## src/rtl/pcs_pkg.sv

```systemverilog
package pcs_pkg;

    typedef enum logic [2:0] {
        OP_HOLD  = 3'd0,
        OP_STEP  = 3'd1,
        OP_JFULL = 3'd2,
        OP_JLOW  = 3'd3,
        OP_CALL  = 3'd4,
        OP_RET   = 3'd5
    } seq_op_e;

    typedef struct packed {
        logic push;
        logic pop;
        logic fault;
    } stk_ctl_t;

    function automatic logic is_call(input logic [2:0] code);
        return code == OP_CALL;
    endfunction

    function automatic logic is_ret(input logic [2:0] code);
        return code == OP_RET;
    endfunction

endpackage

```

## src/rtl/pcs_depth.sv

```systemverilog
module pcs_depth #(
    parameter int DEPTH = 4,
    localparam int DW = $clog2(DEPTH + 1)
) (
    input  logic clk,
    input  logic rst,
    input  logic push_req,
    input  logic pop_req,
    output logic fault
);
    localparam logic [DW-1:0] FULL = DW'(DEPTH);

    logic [DW-1:0] depth_q;

    always_comb begin
        fault = (push_req && depth_q == FULL) || (pop_req && depth_q == '0);
    end

    always_ff @(posedge clk) begin
        if (rst || fault) begin
            depth_q <= '0;
        end else if (push_req) begin
            depth_q <= depth_q + 1'b1;
        end else if (pop_req) begin
            depth_q <= depth_q - 1'b1;
        end
    end


    depth_bound_chk: assert property (@(posedge clk) disable iff (rst)
        depth_q <= FULL);


    empty_pop_clears_chk: assert property (@(posedge clk) disable iff (rst)
        (pop_req && depth_q == '0) |=> depth_q == '0);

endmodule

```

## src/rtl/pcs_ptr.sv

```systemverilog
module pcs_ptr #(
    parameter int DEPTH   = 4,
    parameter int REG_W   = 4,
    parameter int TOP_REG = 15,
    localparam int SP_W   = $clog2(DEPTH)
) (
    input  logic             clk,
    input  logic             rst,
    input  logic             clr,
    input  logic             push,
    input  logic             pop,
    input  logic             sel_pop,
    output logic [SP_W-1:0]  ptr,
    output logic [REG_W-1:0] slot_reg
);
    localparam logic [REG_W-1:0] TOP_V = REG_W'(TOP_REG);

    logic [SP_W-1:0] ptr_q;
    logic [SP_W-1:0] sel;

    always_comb begin
        sel      = sel_pop ? ptr_q - 1'b1 : ptr_q;
        slot_reg = TOP_V - REG_W'(sel);
        ptr      = ptr_q;
    end

    always_ff @(posedge clk) begin
        if (rst || clr) begin
            ptr_q <= '0;
        end else if (push) begin
            ptr_q <= ptr_q + 1'b1;
        end else if (pop) begin
            ptr_q <= ptr_q - 1'b1;
        end
    end


    pop_moves_ptr_chk: assert property (@(posedge clk) disable iff (rst)
        (pop && !clr) |=> ptr_q == $past(ptr_q) - 1'b1);


    slot_in_window_chk: assert property (@(posedge clk) disable iff (rst)
        slot_reg > TOP_V - REG_W'(DEPTH));

endmodule

```

## src/rtl/pcs_next.sv

```systemverilog
module pcs_next
    import pcs_pkg::*;
#(
    parameter int PC_W     = 10,
    parameter int LOW_W    = 8,
    parameter int CALL_ADV = 1,
    parameter int RET_ADV  = 2
) (
    input  logic [2:0]      op,
    input  logic [PC_W-1:0] pc,
    input  logic [PC_W-1:0] tgt,
    input  logic [PC_W-1:0] rdata,
    output logic [PC_W-1:0] nxt,
    output logic [PC_W-1:0] link
);
    always_comb begin
        link = pc + PC_W'(CALL_ADV);
        case (seq_op_e'(op))
            OP_STEP:  nxt = pc + 1'b1;
            OP_JFULL: nxt = tgt;
            OP_JLOW:  nxt = {pc[PC_W-1:LOW_W], tgt[LOW_W-1:0]};
            OP_CALL:  nxt = tgt;
            OP_RET:   nxt = rdata + PC_W'(RET_ADV);
            default:  nxt = pc;
        endcase
    end

endmodule

```

## src/rtl/prog_seq.sv

```systemverilog
module prog_seq
    import pcs_pkg::*;
#(
    parameter int PC_W    = 10,
    parameter int LOW_W   = 8,
    parameter int DEPTH   = 4,
    parameter int REG_W   = 4,
    parameter int TOP_REG = 15,
    localparam int SP_W   = $clog2(DEPTH)
) (
    input  logic             clk,
    input  logic             rst,
    input  logic [2:0]       op,
    input  logic [PC_W-1:0]  tgt,
    input  logic [PC_W-1:0]  stk_rdata,
    output logic [PC_W-1:0]  pc,
    output logic [SP_W-1:0]  ptr,
    output logic [REG_W-1:0] stk_reg,
    output logic             stk_we,
    output logic [PC_W-1:0]  stk_wdata,
    output logic             rst_req
);
    logic [PC_W-1:0] pc_q;
    logic [PC_W-1:0] pc_nxt;
    logic [PC_W-1:0] link;
    logic            rq_q;
    stk_ctl_t        ctl;

    pcs_depth #(.DEPTH(DEPTH)) u_depth (
        .clk      (clk),
        .rst      (rst),
        .push_req (is_call(op)),
        .pop_req  (is_ret(op)),
        .fault    (ctl.fault)
    );

    always_comb begin
        ctl.push = is_call(op) && !ctl.fault;
        ctl.pop  = is_ret(op) && !ctl.fault;
    end

    pcs_ptr #(.DEPTH(DEPTH), .REG_W(REG_W), .TOP_REG(TOP_REG)) u_ptr (
        .clk      (clk),
        .rst      (rst),
        .clr      (ctl.fault),
        .push     (ctl.push),
        .pop      (ctl.pop),
        .sel_pop  (is_ret(op)),
        .ptr      (ptr),
        .slot_reg (stk_reg)
    );

    pcs_next #(.PC_W(PC_W), .LOW_W(LOW_W)) u_next (
        .op    (op),
        .pc    (pc_q),
        .tgt   (tgt),
        .rdata (stk_rdata),
        .nxt   (pc_nxt),
        .link  (link)
    );

    always_ff @(posedge clk) begin
        if (rst || ctl.fault) begin
            pc_q <= '0;
        end else begin
            pc_q <= pc_nxt;
        end
    end

    always_ff @(posedge clk) begin
        if (rst) begin
            rq_q <= 1'b0;
        end else begin
            rq_q <= ctl.fault;
        end
    end

    assign pc        = pc_q;
    assign stk_we    = ctl.push;
    assign stk_wdata = link;
    assign rst_req   = rq_q;


    fault_clears_chk: assert property (@(posedge clk) disable iff (rst)
        rst_req |-> (pc == '0 && ptr == '0));


    rq_single_chk: assert property (@(posedge clk) disable iff (rst)
        !(is_call(op) || is_ret(op)) |=> !rst_req);


    push_only_on_call_chk: assert property (@(posedge clk) disable iff (rst)
        stk_we |-> is_call(op));


    push_moves_ptr_chk: assert property (@(posedge clk) disable iff (rst)
        stk_we |=> (ptr == $past(ptr) + 1'b1 && pc == $past(tgt)));


    step_chk: assert property (@(posedge clk) disable iff (rst)
        (op == OP_STEP) |=> pc == $past(pc) + 1'b1);

endmodule

```

## config.mk

```make
export PLATFORM = sky130hd
export DESIGN_NAME = prog_seq
export DESIGN_NICKNAME = d
export VERILOG_FILES = /design/src/rtl/pcs_pkg.sv /design/src/rtl/pcs_depth.sv /design/src/rtl/pcs_ptr.sv /design/src/rtl/pcs_next.sv /design/src/rtl/prog_seq.sv
export SDC_FILE = /design/constraint.sdc
export NUM_CORES = 1
export LEC_CHECK = 0
export CAP_MARGIN = 20
export CELL_PAD_IN_SITES_DETAIL_PLACEMENT = 0
export CELL_PAD_IN_SITES_GLOBAL_PLACEMENT = 1
export CORE_MARGIN = 5
export CORE_UTILIZATION = 34
export DETAILED_ROUTE_END_ITERATION = 12
export GPL_TIMING_DRIVEN = 0
export PLACE_DENSITY = 0.82
export REMOVE_ABC_BUFFERS = 1
export SLEW_MARGIN = 5
export SYNTH_ARGS = -nofsm -noshare
export SYNTH_HDL_FRONTEND = slang
export SYNTH_HIERARCHICAL = 1
export SYNTH_SLANG_ARGS = --single-unit
```

## constraint.sdc

```tcl
create_clock -name clk -period 3.1 [get_ports clk]
set_input_delay 0.62 -clock clk [delete_from_list [all_inputs] [get_ports clk]]
set_output_delay 0.62 -clock clk [all_outputs]
set_load 0.005 [all_outputs]
```

==> reports/metrics.cfg <==
[timing]
hold_viol_final = 0
setup_violations = 0
fin_tns_setup_ps = 0
worst_pin_slew_ps = 815
slew_headroom_pct = 45.5
rsz0062_at_grt = no
period_minus_slack_ps = 2860
hold_ws_ps = 543
min_period_over_period_pct = 92.4
fmaxAchievable_mhz = 349
clock_skew_ps = 0.900
maxSlewViolCount = 0

[logic_synthesis]
yosysWarnings = 6
async_flop_share_pct = 0
muxShareOfSynthArea_pct = 4.35
synth_edf_count = 0
synth_top_cell_area_share_pct = 19.2
synth-compound-area-share_pct = 23.3
yosys-top-cells-count = dfxtp_1, o21ai_0, nor3b_2, nand3_1
ys_seq_elements = 16
synth_most_common_cell = dfxtp_1
synth_ff_type = dfxtp_1
synth_top_cell_by_area = dfxtp_1
synth.area.top_cells = dfxtp_1, nor3b_2, xnor2_1
avgSynthCellArea_sq_um = 8.39
synthXorXnorAreaFrac_pct = 6.82
syn-cell-area_sq_um = 1670
netlist_instances = 199
synth_top_family_by_area = simple AND/OR/NAND/NOR gates
yosysSeqAreaShare_pct = 19.2
synthAdderAreaFrac_pct = 2.70
synthSimpleGateAreaFrac_pct = 34.2
ys_types = 58

[floorplanning]
coreArea_sq_um = 4750
die-width_um = 80.1
start_util_pct = 35.1
io-pin-count = 53
die_y_um = 80.1
dieArea_sq_um = 6410
rows = 25

[power_and_ir_drop]
power_density_nw_per_um2 = 308
power_mw = 0.700
leakage_nw = 0.826
irDropWorstVdd_mv = 0.279

[clock_network]
cts_tree = built
clockBufferDepth = 2
numCtsBuffers = 3
clk_pin_slew_ps = 60
clock-root-buffer = clkbuf_8
cts_sinks = 16
clkLatencyLatePin_ps = 250
h-tree-depth = 1

[worst_setup_path]
worstSetupPathType = input port to primary output
r2r_slack_ps = 1110
startpoint_type = input port
r2r_start = pc[0]$_SDFF_PP0_
cp.required_ps = 2480
arrival_ps = 2240
worstSetupStartpoint = op[0]
endpoint_kind = primary output
crit_fanout = 29

[global_routing]
grt_usage_pct = 14.5
antenna_found_initial = 0
grt_pass1_wl_um = 7500
grt_overflow = 0
first_global_vias = 1598
grt_start_max_net_pins = 30

[finish]
layout-area-overhead-vs-synth_pct = 36.2
fin_nets = 271
layout-drive-gt1-share_pct = 17.8
antenna_cells = 0
utilization_pct = 47.8

[worst_hold_path]
worstHoldStart = u_depth/depth_q[1]$_SDFFE_PP0P_
hold_path_class = flop to flop

[run]
drv_cap = 0

[placed_design]
hpwl_um = 3400
port_buffers = 50
gp_congestion = 0.783

[route]
avgRoutedWirePerCell_um = 14.9
vias = 1645
drc = 0
dr.first_iter.drc_count = 87
drt_first_pass_iters = 4
viasPerCell = 5.32
totalWireLength_um = 4610
ant_nets = 0

[status]
status = completed

## repair_timing
item,4_1_cts,5_1_grt
gates resized for setup,22,2
pin swaps,2,0
endpoints found under the setup margin,13,1
hold buffers,0,0
setup buffers,2,0
## layer usage
layer,up-vias,part of all wire (%),GRT usage [%]
li1,841,-,-
met1,753,45,18.1
met2,49,47,25.4
met3,2,7.8,4.04
met4,0,0.17,1.69
met5,-,0,0
## kinds of logic after synthesis
kind of cell / count (synthesis)
adder cells (fa/ha/maj): 3
buffers and inverters: 25
other: 1
multiplexers: 7
AND/OR/NAND/NOR: 78
AO/OA/AOI/OAI: 56
flip-flops: 16
XOR/XNOR: 13
## layout make-up
type	instances	area, sq um
Timing Repair Buffer	54	532
Sequential cell	16	320
Clock buffer	4	55.1
Multi-Input combinational cell	159	1250
Inverter	9	33.8
Fill cell	485	2480
Tap cell	67	83.8
## stage by stage
stage          setup WS, ps  area [sq um]  instances
2_1_floorplan          -302          1550        184
3_3_place_gp          -2930          2140        301
3_5_place_dp          -1310          2170        303
4_1_cts                8.01          2260        309
5_1_grt                 127          2270        309
6_report                236          2270        309
## sequential cells by signal, indices dropped and copies added, names as in the netlist
register / cells
pc: 10
u_depth/depth_q: 3
u_ptr/ptr: 2
rst_req: 1
## worst paths after layout
path | endpoint | cells after the start
setup / recovery | stk_reg[1] | 5
hold / removal | u_depth/depth_q[1]$_SDFFE_PP0P_ | 2
setup reg to reg | pc[4]$_SDFF_PP0_ | 6
hold reg to reg | u_depth/depth_q[1]$_SDFFE_PP0P_ | 2
## worst max-delay path, stage by stage
cell,delay (ps)
buf_2,440
and3b_2,380
and2b_2,180
xnor2_1,110
clkdlybuf4s50_1,520
## power breakdown
group	internal [mW]	leakage, nW	total (mW)	switching (mW)
clock	0.113	0.0288	0.186	0.0737
sequential	0.223	0.132	0.254	0.0314
combinational	0.151	0.666	0.259	0.109
total	0.486	0.826	0.700	0.214
## layout by cell type, fill, tap and decap left out, types with 5 or more instances in the layout
cell / n
a21oi_1: 9
nor3b_2: 12
nand2_1: 7
dfxtp_1: 16
xnor2_1: 9
clkdlybuf4s50_1: 46
nor2_1: 5
inv_1: 9
a22oi_1: 5
o21ai_0: 14
nand3_1: 10
nor3_1: 8
(Power assumes the default switching activity.)
